$ cat config.mk
export PLATFORM = sky130hd
export DESIGN_NAME = int_exec_unit
export DESIGN_NICKNAME = d
export VERILOG_FILES = /design/src/rtl/exu_pkg.sv /design/src/rtl/exu_decode.sv /design/src/rtl/exu_datapath.sv /design/src/rtl/int_exec_unit.sv
export SDC_FILE = /design/constraint.sdc
export NUM_CORES = 1
export LEC_CHECK = 0
export BUFFER_PORTS_ARGS = -buffer_cell sky130_fd_sc_hd__buf_2
export CORE_MARGIN = 2
export CORE_UTILIZATION = 40
export DETAILED_ROUTE_END_ITERATION = 10
export PLACE_DENSITY_LB_ADDON = 0.25
export SLEW_MARGIN = 10
export SYNTH_ARGS = -nofsm -noshare
export SYNTH_HDL_FRONTEND = slang
export SYNTH_SLANG_ARGS = --single-unit
export TNS_END_PERCENT = 1
$ cat constraint.sdc
create_clock -name vclk -period 6.2
set_input_delay 0.62 -clock vclk [all_inputs]
set_output_delay 0.62 -clock vclk [all_outputs]
set_load 0.02 [all_outputs]
$ cat src/rtl/exu_pkg.sv
package exu_pkg;

  localparam int INSTR_W = 32;
  localparam int REG_AW  = 5;
  localparam int IMM_W   = 16;
  localparam int CODE_W  = 6;

  localparam logic [CODE_W-1:0] OP_SPECIAL = 6'h00;
  localparam logic [CODE_W-1:0] OP_ADDI    = 6'h08;
  localparam logic [CODE_W-1:0] OP_ADDIU   = 6'h09;
  localparam logic [CODE_W-1:0] OP_ANDI    = 6'h0C;
  localparam logic [CODE_W-1:0] OP_ORI     = 6'h0D;
  localparam logic [CODE_W-1:0] OP_XORI    = 6'h0E;
  localparam logic [CODE_W-1:0] OP_LUI     = 6'h0F;
  localparam logic [CODE_W-1:0] OP_LW      = 6'h23;
  localparam logic [CODE_W-1:0] OP_SW      = 6'h2B;

  localparam logic [CODE_W-1:0] FN_SLL  = 6'h00;
  localparam logic [CODE_W-1:0] FN_ADD  = 6'h20;
  localparam logic [CODE_W-1:0] FN_ADDU = 6'h21;
  localparam logic [CODE_W-1:0] FN_SUB  = 6'h22;
  localparam logic [CODE_W-1:0] FN_SUBU = 6'h23;
  localparam logic [CODE_W-1:0] FN_AND  = 6'h24;
  localparam logic [CODE_W-1:0] FN_OR   = 6'h25;
  localparam logic [CODE_W-1:0] FN_XOR  = 6'h26;
  localparam logic [CODE_W-1:0] FN_NOR  = 6'h27;

  typedef enum logic [2:0] {
    ALU_ADD, ALU_SUB, ALU_AND, ALU_OR, ALU_XOR, ALU_NOR, ALU_SLL, ALU_LUI
  } aluSelT;

  typedef enum logic [1:0] {
    IMM_NONE, IMM_SIGN, IMM_ZERO
  } immModeT;

  typedef enum logic [1:0] {
    DST_NONE, DST_RD, DST_RT
  } dstSelT;

  typedef struct packed {
    logic    valid;
    aluSelT  alu;
    immModeT imm;
    dstSelT  dst;
    logic    trapOvf;
    logic    memRef;
  } ctrlT;

endpackage

$ cat src/rtl/exu_decode.sv
module exu_decode
  import exu_pkg::*;
(
  input  logic [CODE_W-1:0] opCode,
  input  logic [CODE_W-1:0] funct,
  input  logic [REG_AW-1:0] rsField,
  input  logic [REG_AW-1:0] shamt,
  output ctrlT              ctrl
);

  logic shamtZero;
  logic rsZero;

  assign shamtZero = (shamt == '0);
  assign rsZero    = (rsField == '0);

  always_comb begin
    ctrl = '{valid: 1'b0, alu: ALU_ADD, imm: IMM_NONE, dst: DST_NONE,
             trapOvf: 1'b0, memRef: 1'b0};
    unique case (opCode)
      OP_SPECIAL: begin
        if (funct == FN_SLL) begin
          if (rsZero) begin
            ctrl.valid = 1'b1;
            ctrl.alu   = ALU_SLL;
            ctrl.dst   = DST_RD;
          end
        end else if (shamtZero) begin
          ctrl.dst   = DST_RD;
          ctrl.valid = 1'b1;
          case (funct)
            FN_ADD:  begin ctrl.alu = ALU_ADD; ctrl.trapOvf = 1'b1; end
            FN_ADDU: ctrl.alu = ALU_ADD;
            FN_SUB:  begin ctrl.alu = ALU_SUB; ctrl.trapOvf = 1'b1; end
            FN_SUBU: ctrl.alu = ALU_SUB;
            FN_AND:  ctrl.alu = ALU_AND;
            FN_OR:   ctrl.alu = ALU_OR;
            FN_XOR:  ctrl.alu = ALU_XOR;
            FN_NOR:  ctrl.alu = ALU_NOR;
            default: begin
              ctrl.valid = 1'b0;
              ctrl.dst   = DST_NONE;
            end
          endcase
        end
      end
      OP_ADDI: begin
        ctrl.valid = 1'b1; ctrl.alu = ALU_ADD; ctrl.imm = IMM_SIGN;
        ctrl.dst = DST_RT; ctrl.trapOvf = 1'b1;
      end
      OP_ADDIU: begin
        ctrl.valid = 1'b1; ctrl.alu = ALU_ADD; ctrl.imm = IMM_SIGN;
        ctrl.dst = DST_RT;
      end
      OP_ANDI: begin
        ctrl.valid = 1'b1; ctrl.alu = ALU_AND; ctrl.imm = IMM_ZERO;
        ctrl.dst = DST_RT;
      end
      OP_ORI: begin
        ctrl.valid = 1'b1; ctrl.alu = ALU_OR; ctrl.imm = IMM_ZERO;
        ctrl.dst = DST_RT;
      end
      OP_XORI: begin
        ctrl.valid = 1'b1; ctrl.alu = ALU_XOR; ctrl.imm = IMM_ZERO;
        ctrl.dst = DST_RT;
      end
      OP_LUI: begin
        ctrl.valid = 1'b1; ctrl.alu = ALU_LUI; ctrl.dst = DST_RT;
      end
      OP_LW: begin
        ctrl.valid = 1'b1; ctrl.alu = ALU_ADD; ctrl.imm = IMM_SIGN;
        ctrl.dst = DST_RT; ctrl.memRef = 1'b1;
      end
      OP_SW: begin
        ctrl.valid = 1'b1; ctrl.alu = ALU_ADD; ctrl.imm = IMM_SIGN;
        ctrl.dst = DST_NONE; ctrl.memRef = 1'b1;
      end
      default: ;
    endcase
  end

  // only the trapping codes may ask for an overflow check
  always_comb begin
    if (ctrl.trapOvf) begin
      a_r5_trap_codes: assert ((opCode == OP_ADDI) ||
        (opCode == OP_SPECIAL && (funct == FN_ADD || funct == FN_SUB)))
        else $error("R5 overflow check on non-trapping code");
    end
  end

endmodule

$ cat src/rtl/exu_datapath.sv
module exu_datapath
  import exu_pkg::*;
#(
  parameter int DATA_W = 32
) (
  input  logic [IMM_W-1:0]  immField,
  input  logic [REG_AW-1:0] shamt,
  input  logic [DATA_W-1:0] rsVal,
  input  logic [DATA_W-1:0] rtVal,
  input  ctrlT              ctrl,
  output logic [DATA_W-1:0] result,
  output logic              ovf,
  output logic [DATA_W-1:0] memAddr
);

  localparam int MSB    = DATA_W - 1;
  localparam int EXT_W  = DATA_W - IMM_W;
  localparam int STAGES = REG_AW;

  logic [DATA_W-1:0] immExt;
  logic [DATA_W-1:0] opB;
  logic [DATA_W-1:0] bEff;
  logic [DATA_W-1:0] sum;
  logic              doSub;
  logic              ovfRaw;
  logic [DATA_W-1:0] aluOut;
  logic [DATA_W-1:0] shiftStage [0:STAGES];

  always_comb begin
    unique case (ctrl.imm)
      IMM_SIGN: immExt = {{EXT_W{immField[IMM_W-1]}}, immField};
      IMM_ZERO: immExt = {{EXT_W{1'b0}}, immField};
      default:  immExt = '0;
    endcase
  end

  assign opB   = (ctrl.imm == IMM_NONE) ? rtVal : immExt;
  assign doSub = (ctrl.alu == ALU_SUB);
  assign bEff  = doSub ? ~opB : opB;
  assign sum   = rsVal + bEff + {{(DATA_W-1){1'b0}}, doSub};

  // Sign of both addends agrees but the sum's sign differs
  assign ovfRaw = (rsVal[MSB] == bEff[MSB]) && (sum[MSB] != rsVal[MSB]);

  assign shiftStage[0] = rtVal;
  for (genvar k = 0; k < STAGES; k++) begin : g_shift
    assign shiftStage[k+1] = shamt[k] ? (shiftStage[k] << (1 << k))
                                      : shiftStage[k];
  end

  always_comb begin
    unique case (ctrl.alu)
      ALU_ADD: aluOut = sum;
      ALU_SUB: aluOut = sum;
      ALU_AND: aluOut = rsVal & opB;
      ALU_OR:  aluOut = rsVal | opB;
      ALU_XOR: aluOut = rsVal ^ opB;
      ALU_NOR: aluOut = ~(rsVal | opB);
      ALU_SLL: aluOut = shiftStage[STAGES];
      ALU_LUI: aluOut = {immField, {EXT_W{1'b0}}};
      default: aluOut = '0;
    endcase
  end

  assign result  = (ctrl.valid && !ctrl.memRef) ? aluOut : '0;
  assign ovf     = ctrl.valid && ctrl.trapOvf && ovfRaw;
  assign memAddr = (ctrl.valid && ctrl.memRef) ? sum : '0;

  // the upper-half load leaves the lower half clear
  always_comb begin
    if (ctrl.valid && ctrl.alu == ALU_LUI) begin
      a_r8_lui_low_clear: assert (result[EXT_W-1:0] == '0)
        else $error("R8 lui low half not zero");
    end
  end

  // shift by zero passes rt unchanged
  always_comb begin
    if (ctrl.valid && ctrl.alu == ALU_SLL && shamt == '0) begin
      a_r3_shift_zero: assert (result == rtVal)
        else $error("R3 zero shift altered value");
    end
  end

endmodule

$ cat src/rtl/int_exec_unit.sv
module int_exec_unit
  import exu_pkg::*;
#(
  parameter int DATA_W = 32
) (
  input  logic [INSTR_W-1:0] instrWord,
  input  logic [DATA_W-1:0]  rsVal,
  input  logic [DATA_W-1:0]  rtVal,
  output logic [DATA_W-1:0]  result,
  output logic [REG_AW-1:0]  destReg,
  output logic               writeEn,
  output logic               overflow,
  output logic [DATA_W-1:0]  memAddr
);

  localparam int OP_LSB = INSTR_W - CODE_W;
  localparam int RS_LSB = OP_LSB - REG_AW;
  localparam int RT_LSB = RS_LSB - REG_AW;
  localparam int RD_LSB = RT_LSB - REG_AW;
  localparam int SA_LSB = RD_LSB - REG_AW;

  ctrlT              ctrl;
  logic [REG_AW-1:0] rdField;
  logic [REG_AW-1:0] rtField;
  logic              ovfInt;

  assign rdField = instrWord[RD_LSB +: REG_AW];
  assign rtField = instrWord[RT_LSB +: REG_AW];

  exu_decode u_decode (
    .opCode  (instrWord[OP_LSB +: CODE_W]),
    .funct   (instrWord[CODE_W-1:0]),
    .rsField (instrWord[RS_LSB +: REG_AW]),
    .shamt   (instrWord[SA_LSB +: REG_AW]),
    .ctrl    (ctrl)
  );

  exu_datapath #(.DATA_W(DATA_W)) u_datapath (
    .immField (instrWord[IMM_W-1:0]),
    .shamt    (instrWord[SA_LSB +: REG_AW]),
    .rsVal    (rsVal),
    .rtVal    (rtVal),
    .ctrl     (ctrl),
    .result   (result),
    .ovf      (ovfInt),
    .memAddr  (memAddr)
  );

  always_comb begin
    unique case (ctrl.dst)
      DST_RD:  destReg = rdField;
      DST_RT:  destReg = rtField;
      default: destReg = '0;
    endcase
  end

  assign overflow = ovfInt;
  assign writeEn  = ctrl.valid && (ctrl.dst != DST_NONE) &&
                    (destReg != '0) && !ovfInt;

  always_comb begin
    // never write register zero
    if (writeEn) begin
      a_r12_no_zero_write: assert (destReg != '0)
        else $error("R12 write to register zero");
    end
    // overflow blocks the write
    if (overflow) begin
      a_r4_ovf_blocks_write: assert (!writeEn)
        else $error("R4 write despite overflow");
    end
    // unrecognized instruction leaves every output idle
    if (!ctrl.valid) begin
      a_r11_idle_outputs: assert (result == '0 && !writeEn && !overflow &&
                                  memAddr == '0 && destReg == '0)
        else $error("R11 outputs active for invalid code");
    end
    // address only for memory references
    if (!ctrl.memRef) begin
      a_r13_addr_mem_only: assert (memAddr == '0)
        else $error("R13 address on non-memory instruction");
    end
  end

endmodule

; Yosys cells after proc, flatten, opt, wreduce, memory -nomap -nowiden
; Cells that the tools add are included.
[totals]
ff_bits = 0
latchBits = 0
mem_bits_rw = 0
mem_bits_ro = 0
out_inout_bits = 71
wordCells = 90
n_memories = 0
[op_classes]
addsub = 2
mul = 0
div_mod_pow = 0
n_lt_le_gt_ge = 0
eq_ne = 29
shifts = 0
n_mux = 28
bitwise_logic = 5
n_reduce_logical = 26
[ops]
columns = op, n
row1 = 32-bit 2-to-1 mux, 9
row2 = 32-bit one-hot mux with 7 select lines, 1
row3 = 32-bit inverter, 2
row4 = 32-bit one-hot mux with 2 select lines, 1
row5 = 6-bit == test (second input constant), 10
row6 = 6-bit by 4-bit == test with 1-bit output (second input constant), 6
row7 = 32-bit by 1-bit adder with 32-bit output, 1
row8 = 32-bit adder, 1
row9 = 32-bit bitwise AND, 1
row10 = 32-bit OR, 1
row11 = 32-bit XOR, 1
row12 = 4-bit one-hot mux with 6 select lines, 1
row13 = 3-bit one-hot mux with 5 select lines, 1
row14 = 3-bit == test (second input constant), 4
row15 = 6-bit zero test, 2
row16 = 4-bit 2-to-1 mux, 3
row17 = 5-bit zero test, 2
row18 = 5-bit one-hot mux with 2 select lines, 1
row19 = 1-bit logical AND, 8
row20 = 2-bit one-hot mux with 2 select lines, 2
row21 = 2-bit OR reduction, 4
row22 = 8-bit OR reduction, 1
row23 = 7-bit OR reduction, 1
row24 = 3-bit by 2-bit == test with 1-bit output (second input constant), 2
row25 = 16 further kinds, 24

; Logic depth before layout (Yosys ltp)
[depth]
depth_word = 15
mapped_depth = 21

; Modules after synthesis
; A second synthesis with hierarchy kept.
[hier_totals]
hier_cells = 1022
hier_area_um2 = 7076.8
[modules_own_cells]
columns = module, instances, cells_per_inst, area_per_inst_um2, seq_area_each_um2
row1 = exu_datapath, 1, 962, 6690.2, 0.0
row2 = exu_decode, 1, 41, 259.0, 0.0
row3 = int_exec_unit, 1, 19, 127.6, 0.0

; Least setup slack after synthesis
; OpenSTA, ideal clock, no wires.
[synth_path]
path_kind = input to output
from = input port instrWord[27]
to = output port result[22]
arrival_ns = 5.068
required_time_ns = 5.580
slack_ns = 0.512
cell_stages = 21
path_buffers = 3
path_cell_list = clkbuf_1 > nand3_1 > o21ai_0 > and2_1 > inv_1 > ha_1 > buf_2 > nor3_1 > clkbuf_1 > a22o_1 > inv_1 > xnor2_1 > ha_1 > a211o_1 > o21ba_2 > o21ai_0 > o21a_1 > nand2b_1 > a311oi_1 > xor2_1 > a221oi_1
[synth_between]
elab_chain_cells = 12
[synth_rtl]
columns = element, line_no
row1 = from (decl), int_exec_unit.sv:6  ; input logic [INSTR_W-1:0] instrWord,
row2 = 6-bit by 4-bit == test with 1-bit output or 6-bit == test (tied branches), exu_decode.sv:20  ; unique case (opCode)
row3 = 4-bit OR reduction (no source line) or 3-bit OR reduction (tied branches), -
row4 = 2-bit one-hot mux with 2 select lines, exu_decode.sv:20
row5 = 2-bit == test or 2-bit by 1-bit == test with 1-bit output (tied branches), exu_datapath.sv:30  ; unique case (ctrl.imm)
row6 = 32-bit one-hot mux with 2 select lines, exu_datapath.sv:30
row7 = 32-bit 2-to-1 mux, exu_datapath.sv:37  ; assign opB = (ctrl.imm == IMM_NONE) ? rtVal : immExt;
row8 = 32-bit inverter, exu_datapath.sv:39  ; assign bEff = doSub ? ~opB : opB;
row9 = 32-bit 2-to-1 mux, exu_datapath.sv:39
row10 = 32-bit adder, exu_datapath.sv:40  ; assign sum = rsVal + bEff + {{(DATA_W-1){1'b0}}, doSub};
row11 = 32-bit by 1-bit adder with 32-bit output, exu_datapath.sv:40
row12 = 32-bit one-hot mux with 7 select lines, exu_datapath.sv:52  ; unique case (ctrl.alu)
row13 = 32-bit 2-to-1 mux (*), exu_datapath.sv:65  ; assign result = (ctrl.valid && !ctrl.memRef) ? aluOut : '0;
row14 = to (decl), int_exec_unit.sv:9  ; output logic [DATA_W-1:0] result,
; Every way passes the cells marked *; elsewhere a longest branch is shown, timed or not.

; Worst setup path in the final report
[layout_path]
from = input port instrWord[31]
to = output port result[22]
; Same word-level chain as after synthesis.

==> impl_metrics.env <==
export IMPL_switching_power_uw=456
export IMPL_num_vias=9061
export IMPL_die_h_microns=141
export IMPL_hold_buffers=0
export IMPL_place_congestion=0.975
export IMPL_syn_area_sq_um=7490
export IMPL_power_frac_clock=0
export IMPL_worstPathRequired_ns=5.58
export IMPL_grt_use_total=0.292
export IMPL_critPathSlowestCell="a211oi_1"
export IMPL_p_int_uw=297
export IMPL_max_cap_violations=0
export IMPL_wl_per_cell_microns=21.2
export IMPL_drt_iter0_markers=945
export IMPL_diodes=0
export IMPL_fmax_mhz=166
export IMPL_num_fill_cells=1989
export IMPL_yosysSeqAreaShare=0
export IMPL_final_net_count=1418
export IMPL_viasPerCell=6.24
export IMPL_dpl_instance_area_sq_um=8570
export IMPL_synthesis_nets=1294
export IMPL_met2_usage=0.464
export IMPL_seq_cell_count=0
export IMPL_p_per_area_nw_per_um2=87.7
export IMPL_worst_slew_pin_transition_ns=1.09
export IMPL_drcViolationCount=0
export IMPL_hold_viol_final=0
export IMPL_rsz0062_at_grt="false"
export IMPL_grt_start_max_net_pins=41
export IMPL_synthDistinctLibCells=81
export IMPL_rows=50
export IMPL_area_growth_pct=14.6
export IMPL_cp_end_kind="output port"
export IMPL_ff_latch_area_sq_um=0
export IMPL_core_sq_um=18500
export IMPL_post_dp_hpwl_microns=24700
export IMPL_met3_usage=0.0408
export IMPL_arrival_ns=5.40
export IMPL_crit_chain="buf_2 -> nand4bb_1 -> a21oi_1 -> inv_1 -> ha_1 -> nor3_1 -> buf_12 -> a31o_1 -> a21oi_1 -> buf_4 -> fa_1 -> nor2b_1 -> o31ai_2 -> a211oi_1 -> o21a_1 -> nand2b_1 -> a311oi_1 -> xor2_1 -> a221oi_1 -> buf_2"
export IMPL_path_class="input port to output port"
export IMPL_vdd_ir_drop_max_mv=0.0430
export IMPL_top_usage_layer="met2"
export IMPL_grt_pass1_wl_microns=46200
export IMPL_drive_above_1_share=0.221
export IMPL_dp_cells=1453
export IMPL_clkbuf_count=0
export IMPL_post_route_period_util=0.970
export IMPL_setup_violations=0
export IMPL_swShare=0.606
export IMPL_stdcell_count=1453
export IMPL_design_area_sq_um=8580
export IMPL_fp_dieArea_sq_um=19800
export IMPL_synthMostInstantiatedCell="nand2_1"
export IMPL_fin_crit_ns=6.02
export IMPL_seqPwrFrac=0
export IMPL_combPwrFrac=1.000
export IMPL_slew_violations=0
export IMPL_path_max_fanout=16
export IMPL_synth_top_area_cell="ha_1"
export IMPL_wirelength_microns=30800
export IMPL_numPortBuffers=167
export IMPL_hp_class="input port to output port"
export IMPL_multi_input_area_sq_um=6830
export IMPL_avgSynthCellArea_sq_um=6.83
export IMPL_synthTopCellsByArea="ha_1 (17%), mux4_2 (7.2%), a21oi_1 (6.1%), nand2_1 (6.0%), xnor2_1 (5.4%)"
export IMPL_yosysWarnings=0
export IMPL_grt_use_met1=0.427
export IMPL_ant_nets=0
export IMPL_antenna_found_initial=0
export IMPL_min_path_cells=4
export IMPL_outcome="completed"
export IMPL_synth_top_area_share=0.167
export IMPL_grt_overflow_total=0
export IMPL_relSlewSlack=0.270
export IMPL_start_kind="input port"
export IMPL_synthCells=1097
export IMPL_start_util=0.404
export IMPL_leakagePower_nw=4.13
export IMPL_ys_top_cells_by_count="nand2_1 (119), nor2_1 (105), ha_1 (100)"
export IMPL_fin_tns_setup_ns=0
export IMPL_cts_resized=0
export IMPL_firstDrtPassIters=5
export IMPL_first_global_vias=8126
export IMPL_cpPeakStageDelay_ns=0.55
export IMPL_hold_worst_slack_ns=1.66
export IMPL_die_w_microns=141
export IMPL_post_cts_buffers=0
export IMPL_io_pins=167
area by class of cell:
cell class,count,area share
Tap cell,234,0.0341
Timing Repair Buffer,196,0.126
Inverter,101,0.0443
Multi-Input combinational cell,922,0.796
layer usage:
layer  wire length [microns]  vias up  share of wire
li1                        -     4254              -
met1                   13600     4268           0.44
met2                   13500      498           0.44
met3                    3090       41           0.10
met4                     569        0          0.019
met5                       0        -              0
through the flow:
| stage | utilization | worst slack (ns) | power (mW) |
|---|---|---|---|
| after floorplan | - | 0.512 | 0.516 |
| after global placement | 0.463 | 0.265 | 0.728 |
| after detailed placement | 0.463 | 0.192 | 0.730 |
| after CTS | 0.463 | 0.154 | 0.735 |
| after global routing | 0.464 | 0.00803 | 0.817 |
| final | 0.464 | 0.184 | 0.753 |
power by group through the flow:
stage	Sequential, mW	Combinational, mW	Clock [mW]
6_report	0	0.753	0
5_1_grt	0	0.817	0
4_1_cts	0	0.735	0
3_5_place_dp	0	0.730	0
3_3_place_gp	0	0.728	0
2_1_floorplan	0	0.516	0
critical path, delay by kind of cell:
family                   cells  cell delay [ns]
AO/OA/AOI/OAI                8             2.07
XOR/XNOR                     1             0.20
adder cells (fa/ha/maj)      2             0.66
buffers and inverters        5             0.86
AND/OR/NAND/NOR              4             1.00
cell families (layout without fill, tap and decap cells):
| group | count (synthesis) | count (layout) | share of synthesized area |
|---|---|---|---|
| compound gates | 366 | 366 | 0.338 |
| xor+xnor | 56 | 56 | 0.0655 |
| mux | 58 | 58 | 0.120 |
| simple gates | 341 | 341 | 0.212 |
| buf+inv | 175 | 297 | 0.0942 |
| fa+ha+maj | 101 | 101 | 0.170 |
placed cells by master (no fill, tap or decap), drive strengths merged, types with 24 or more instances in the layout:
master,n
inv,100
nor2,106
a211oi,28
ha,100
xnor2,46
nand3,27
buf,196
a21oi,92
o21ai,64
nand2,119
mux4,24
worst paths after layout:
kind | slack, ns | startpoint | to
min | 1.66 | instrWord[20] | destReg[4]
max | 0.18 | instrWord[31] | result[22]
Note: power is estimated with default switching activity, not from simulation.
